`src/rtl/bft_pkg.sv`:
```
package bft_pkg;
  localparam int unsigned DEF_NUM_CS  = 4;
  localparam int unsigned DEF_FLOAT_W = 4;
  localparam int unsigned DEF_SETUP_W = 6;

  typedef enum logic {
    DIR_READ  = 1'b0,
    DIR_WRITE = 1'b1
  } acc_dir_e;

  function automatic int unsigned max_u(input int unsigned a, input int unsigned b);
    return (a > b) ? a : b;
  endfunction
endpackage

```
`src/rtl/bft_rst_sync.sv`:
```
module bft_rst_sync #(
  parameter int unsigned STAGES = 2
) (
  input  logic clk,
  input  logic rst_n,
  output logic rst_sync_n
);
  logic [STAGES-1:0] sh_q;
  logic [STAGES-1:0] sh_d;

  always_comb begin
    sh_d = {sh_q[STAGES-2:0], 1'b1};
  end

  always_ff @(posedge clk or negedge rst_n) begin
    if (!rst_n) sh_q <= '0;
    else        sh_q <= sh_d;
  end

  assign rst_sync_n = sh_q[STAGES-1];
endmodule

```
`src/rtl/bft_cfg_select.sv`:
```
module bft_cfg_select #(
  parameter int unsigned NUM_CS  = 4,
  parameter int unsigned FLOAT_W = 4,
  localparam int unsigned CS_W   = (NUM_CS > 1) ? $clog2(NUM_CS) : 1
) (
  input  logic [NUM_CS*FLOAT_W-1:0] cfg_float,
  input  logic [NUM_CS-1:0]         cfg_opt,
  input  logic [CS_W-1:0]           sel_cs,
  output logic [FLOAT_W-1:0]        sel_float,
  output logic                      sel_opt
);
  logic [FLOAT_W-1:0] float_arr [NUM_CS];

  for (genvar g = 0; g < NUM_CS; g++) begin : g_unpack
    assign float_arr[g] = cfg_float[g*FLOAT_W +: FLOAT_W];
  end

  always_comb begin
    sel_float = '0;
    sel_opt   = 1'b0;
    for (int i = 0; i < NUM_CS; i++) begin
      if (sel_cs == CS_W'(i)) begin
        sel_float = float_arr[i];
        sel_opt   = cfg_opt[i];
      end
    end
  end
endmodule

```
`src/rtl/bft_window_ctr.sv`:
```
module bft_window_ctr #(
  parameter int unsigned FLOAT_W = 4,
  localparam int unsigned CNT_W  = FLOAT_W + 1
) (
  input  logic               clk,
  input  logic               rst_n,
  input  logic               arm,
  input  logic [FLOAT_W-1:0] arm_float,
  input  logic               arm_opt,
  output logic [CNT_W-1:0]   rem,
  output logic               opt,
  output logic               busy
);
  logic [CNT_W-1:0] rem_q, rem_d;
  logic             opt_q, opt_d;
  logic             ce;

  assign busy = (rem_q != '0);
  assign ce   = arm | busy;

  always_comb begin
    rem_d = rem_q;
    opt_d = opt_q;
    if (arm) begin
      // float cycles plus the fixed turnaround cycle
      rem_d = CNT_W'(arm_float) + CNT_W'(1);
      opt_d = arm_opt;
    end else if (busy) begin
      rem_d = rem_q - CNT_W'(1);
    end
  end

  always_ff @(posedge clk or negedge rst_n) begin
    if (!rst_n) begin
      rem_q <= '0;
      opt_q <= 1'b0;
    end else if (ce) begin
      rem_q <= rem_d;
      opt_q <= opt_d;
    end
  end

  assign rem = rem_q;
  assign opt = opt_q;
endmodule

```
`src/rtl/bft_grant_eval.sv`:
```
module bft_grant_eval #(
  parameter int unsigned CNT_W   = 5,
  parameter int unsigned SETUP_W = 6,
  localparam int unsigned CMP_W  = bft_pkg::max_u(CNT_W, SETUP_W)
) (
  input  logic [CNT_W-1:0]   rem,
  input  logic               opt,
  input  logic               req_valid,
  input  logic [SETUP_W-1:0] req_setup,
  output logic               grant,
  output logic               stall
);
  logic [CMP_W-1:0] rem_x, setup_x;
  logic             allowed;

  assign rem_x   = CMP_W'(rem);
  assign setup_x = CMP_W'(req_setup);

  always_comb begin
    if (rem_x == '0)  allowed = 1'b1;
    else if (opt)     allowed = (rem_x <= setup_x);
    else              allowed = 1'b0;
  end

  assign grant = req_valid & allowed;
  assign stall = req_valid & ~allowed;
endmodule

```
`src/rtl/bft_float_guard.sv`:
```
module bft_float_guard #(
  parameter int unsigned NUM_CS  = bft_pkg::DEF_NUM_CS,
  parameter int unsigned FLOAT_W = bft_pkg::DEF_FLOAT_W,
  parameter int unsigned SETUP_W = bft_pkg::DEF_SETUP_W,
  localparam int unsigned CS_W   = (NUM_CS > 1) ? $clog2(NUM_CS) : 1,
  localparam int unsigned CNT_W  = FLOAT_W + 1
) (
  input  logic                      clk,
  input  logic                      rst_n,
  input  logic [NUM_CS*FLOAT_W-1:0] cfg_float,
  input  logic [NUM_CS-1:0]         cfg_opt,
  input  logic                      end_valid,
  input  logic [CS_W-1:0]           end_cs,
  input  logic                      end_write,
  input  logic                      req_valid,
  input  logic [SETUP_W-1:0]        req_setup,
  output logic                      grant,
  output logic                      stall,
  output logic                      busy
);
  import bft_pkg::*;

  logic               rst_int_n;
  logic [FLOAT_W-1:0] sel_float;
  logic               sel_opt;
  logic               arm;
  logic [CNT_W-1:0]   rem_w;
  logic               opt_w;

  bft_rst_sync #(.STAGES(2)) u_rst (
    .clk       (clk),
    .rst_n     (rst_n),
    .rst_sync_n(rst_int_n)
  );

  bft_cfg_select #(.NUM_CS(NUM_CS), .FLOAT_W(FLOAT_W)) u_sel (
    .cfg_float(cfg_float),
    .cfg_opt  (cfg_opt),
    .sel_cs   (end_cs),
    .sel_float(sel_float),
    .sel_opt  (sel_opt)
  );

  assign arm = end_valid & (acc_dir_e'(end_write) == DIR_READ);

  bft_window_ctr #(.FLOAT_W(FLOAT_W)) u_ctr (
    .clk      (clk),
    .rst_n    (rst_int_n),
    .arm      (arm),
    .arm_float(sel_float),
    .arm_opt  (sel_opt),
    .rem      (rem_w),
    .opt      (opt_w),
    .busy     (busy)
  );

  bft_grant_eval #(.CNT_W(CNT_W), .SETUP_W(SETUP_W)) u_eval (
    .rem      (rem_w),
    .opt      (opt_w),
    .req_valid(req_valid),
    .req_setup(req_setup),
    .grant    (grant),
    .stall    (stall)
  );
endmodule

```
`config.mk`:
```
export PLATFORM = sky130hd
export DESIGN_NAME = bft_float_guard
export DESIGN_NICKNAME = d
export VERILOG_FILES = /design/src/rtl/bft_pkg.sv /design/src/rtl/bft_rst_sync.sv /design/src/rtl/bft_cfg_select.sv /design/src/rtl/bft_window_ctr.sv /design/src/rtl/bft_grant_eval.sv /design/src/rtl/bft_float_guard.sv
export SDC_FILE = /design/constraint.sdc
export NUM_CORES = 1
export LEC_CHECK = 0
export BUFFER_PORTS_ARGS = -buffer_cell sky130_fd_sc_hd__buf_2
export CELL_PAD_IN_SITES_DETAIL_PLACEMENT = 1
export CELL_PAD_IN_SITES_GLOBAL_PLACEMENT = 2
export CORE_ASPECT_RATIO = 2
export CORE_MARGIN = 4
export CORE_UTILIZATION = 22
export DETAILED_ROUTE_END_ITERATION = 10
export GPL_TIMING_DRIVEN = 0
export HOLD_SLACK_MARGIN = 0.02
export PLACE_DENSITY_LB_ADDON = 0.1
export SYNTH_ARGS = -nofsm -noshare
export SYNTH_HDL_FRONTEND = slang
export SYNTH_SLANG_ARGS = --single-unit
```
`constraint.sdc`:
```
create_clock -name clk -period 2 [get_ports clk]
set_clock_uncertainty 0.15 [all_clocks]
set_input_delay 0.4 -clock clk [delete_from_list [all_inputs] [get_ports clk]]
set_output_delay 0.4 -clock clk [all_outputs]
set_load 0.1 [all_outputs]
```
==> summary.md <==
| Metric | Value |
|---|---|
| Dpl hpwl | `1.60 mm` |
| Synth top cells by count | `dfrtp_1, ha_1, inv_1` |
| Setup crit start kind | `register` |
| Global route overflow | `0` |
| Gr usage total | `10.7%` |
| I/O Buffers | `34` |
| Mapped Area | `684 um2` |
| Placed inst area | `935 um2` |
| Yosys warning total | `0` |
| First-pass GRT wire length | `3.15 mm` |
| Synth Area in Compound Gates | `11.7%` |
| Initial Util | `23.0%` |
| Leakage | `0.563 nW` |
| Wirelength per Cell | `12.7 um` |
| Library cells used by synthesis | `31` |
| Core Area | `2980 um2` |
| Critical path fanouts, max | `4` |
| Total die area | `4120 um2` |
| Hold Vio Cnt, Final | `0` |
| Clock-pin slew of the registers on the worst-case setup and hold paths | `40 ps` |
| DRT Pass-1 Iters | `2` |
| XOR/XNOR share of the synthesized area | `5.12%` |
| CTS tree | `yes` |
| Synth Register Bits | `8` |
| Number of flops mapped to enable cells by yosys | `0` |
| Cell taking the most area after synthesis | `dfrtp_1` |
| Final hold slack | `198 ps` |
| Final setup margin | `-394 ps` |
| Root buffer cell | `clkbuf_8` |
| Total Power | `1.19 mW` |
| Remaining DRCs | `0` |
| Worst EP arrival | `1840 ps` |
| Initial antenna violation count | `0` |
| Final Util | `38.2%` |
| I/O Pins | `36` |
| Die X | `47.4 um` |
| Final Cell Area | `1140 um2` |
| Final setup vio count | `3` |
| Max Buffers Root-to-Sink | `2` |
| WP data required | `1450 ps` |
| Synthesized net count | `109` |
| Most common cell in the netlist | `dfrtp_1` |
| Worst skew pair latency | `220 ps` |
| Via count | `697` |
| Slowest stage cell, crit path | `dfrtp_1` |
| H-tree levels | `1` |
| Antenna fix cells | `0` |
| Worst path cell trace | `inv_2, ha_4, nor3b_4, and2b_2, inv_8, and2_4, o21ai_2, o211a_4, buf_12` |
| Post-synth ARST share | `100%` |
| Hold WC Path Type | `reg -> reg` |
| Die height | `86.9 um` |
| Critical setup path kind | `reg -> out` |
| Vias in the first global route | `756` |
| Fin. max-slew vios | `0` |
| Crit. End Element | `output port` |
| Clock Sinks | `8` |
| Vias/cell | `4.77` |
| Post-route clock period utilization | `120%` |
| MaxCap Viol Count | `0` |
| Layout fillers | `348` |
| Top-area cell type share of the netlist area | `29.3%` |
| Largest net degree at the start of global routing | `11` |
| Layout area overhead | `66.2%` |
| Syn avg cell area | `9.92 um2` |
| Max Fclk | `0.418 GHz` |
| Antenna-violating nets left | `0` |
| Power Dens Cells | `1050 nW/um2` |
| Layout cells sized above 1 | `56.9%` |
| Final min period | `2390 ps` |
| Area contributors post-synth | `dfrtp_1, mux4_2, ha_1` |
| Post-synthesis cell count | `69` |
| Cell row count | `28` |
| Peak supply drop | `0.404 mV` |
| Multiplexer area fraction after synthesis | `20.1%` |
| Failing checks | `setup timing` |
| Final Net Count | `158` |
| Inserted Clock Buffers | `3` |
| Main combinational cell family by area after synthesis | `multiplexers` |
| Status | `finished with violations` |
| Multi-input gate area | `510 um2` |
| Synth Area in Simple Gates | `13.9%` |
| Post-Synth Adder-Cell Area | `12.8%` |
| RSZ-0062 raised after global routing | `yes` |
| Register area | `200 um2` |
| Setup TNS Final | `-956 ps` |
| Top_reg_cell synth | `dfrtp_1` |
| Initial drt markers | `8` |
| Sequential-to-total area share from yosys stat | `29.3%` |
| GP Congestion | `0.683` |
| Overall routed net length | `1.85 mm` |
| Critical path's largest stage delay | `410 ps` |
worst paths after layout:
| path | startpoint | end | slack, ps | depth (start not counted) |
|---|---|---|---|---|
| hold / removal | u_rst.sh_q[0] | u_rst.sh_q[1] | 200 | 0 |
| min in group asynchronous | rst_n | u_rst.sh_q[0] | 340 | 2 |
| setup reg to reg | u_ctr.rem[1] | u_ctr.rem[1] | 80 | 9 |
| max in group asynchronous | u_rst.sh_q[1] | u_ctr.opt | 1000 | 1 |
| hold reg to reg | u_rst.sh_q[0] | u_rst.sh_q[1] | 200 | 0 |
| setup / recovery | u_ctr.rem[1] | grant | -390 | 9 |
cell families after synthesis:
| kind of cell | after synthesis |
|---|---|
| adders and majority gates | 7 |
| other | 1 |
| and+or+nand+nor | 18 |
| DFF | 8 |
| muxes | 7 |
| buffers and inverters | 10 |
| AOI/OAI and AO/OA | 14 |
| xor gates and xnor gates | 4 |
area by class of cell:
| cell class | instances | share of cell area (%) |
|---|---|---|
| Buffer | 2 | 1.32 |
| Timing Repair Buffer | 44 | 26.0 |
| Clock buffer | 3 | 3.63 |
| Tap cell | 30 | 3.30 |
| Sequential cell | 8 | 17.6 |
| Inverter | 8 | 3.30 |
| Multi-Input combinational cell | 51 | 44.9 |
timing repair:
item                                    4_1_cts  5_1_grt
gates resized for setup                      20        3
hold buffers                                  2        0
endpoints found under the setup margin        3        4
setup buffers                                 7        2
pin swaps                                     5        3
hold endpoints to repair                      8        0
flip-flops by register name, indices dropped and copies added (netlist names):
| name | count |
|---|---|
| u_ctr.rem | 5 |
| u_rst.sh_q | 2 |
| u_ctr.opt | 1 |
layout by cell type (no fill, tap or decap), drive strengths merged, types with 2 or more instances in the layout:
cell type / instances
buf: 43
dfrtp: 8
inv: 8
ha: 7
o21ai: 6
mux4: 5
nand2: 5
clkbuf: 4
a21oi: 4
nor2: 3
xor2: 3
nand3: 3
dlygate4sd3: 2
per-stage QoR:
stage                     instances  setup WS (ps)
final                           146           -394
after floorplan                  69           -315
after detailed placement        133           -578
after global routing            146           -501
after global placement          133           -590
after CTS                       145           -447
per-layer routing:
metal  global-route usage (%)  share of wire (%)
met2                     21.1                 62
met1                     8.88                 27
met4                     6.05                2.8
met5                        0                  0
met3                     1.04                7.9
critical path: cells and delay by family (launching register included):
kind	cells	cell delay [ps]
buffers and inverters	3	280
and+or+nand+nor	3	560
AOI/OAI and AO/OA	2	220
DFF	1	410
adders and majority gates	1	140
power by group:
group / total [mW] / switching [mW] / internal [mW]
Clock: 0.188 / 0.0578 / 0.130
Combinational: 0.728 / 0.366 / 0.362
Sequential: 0.273 / 0.0604 / 0.212
Power figures use the tool's default switching activity.
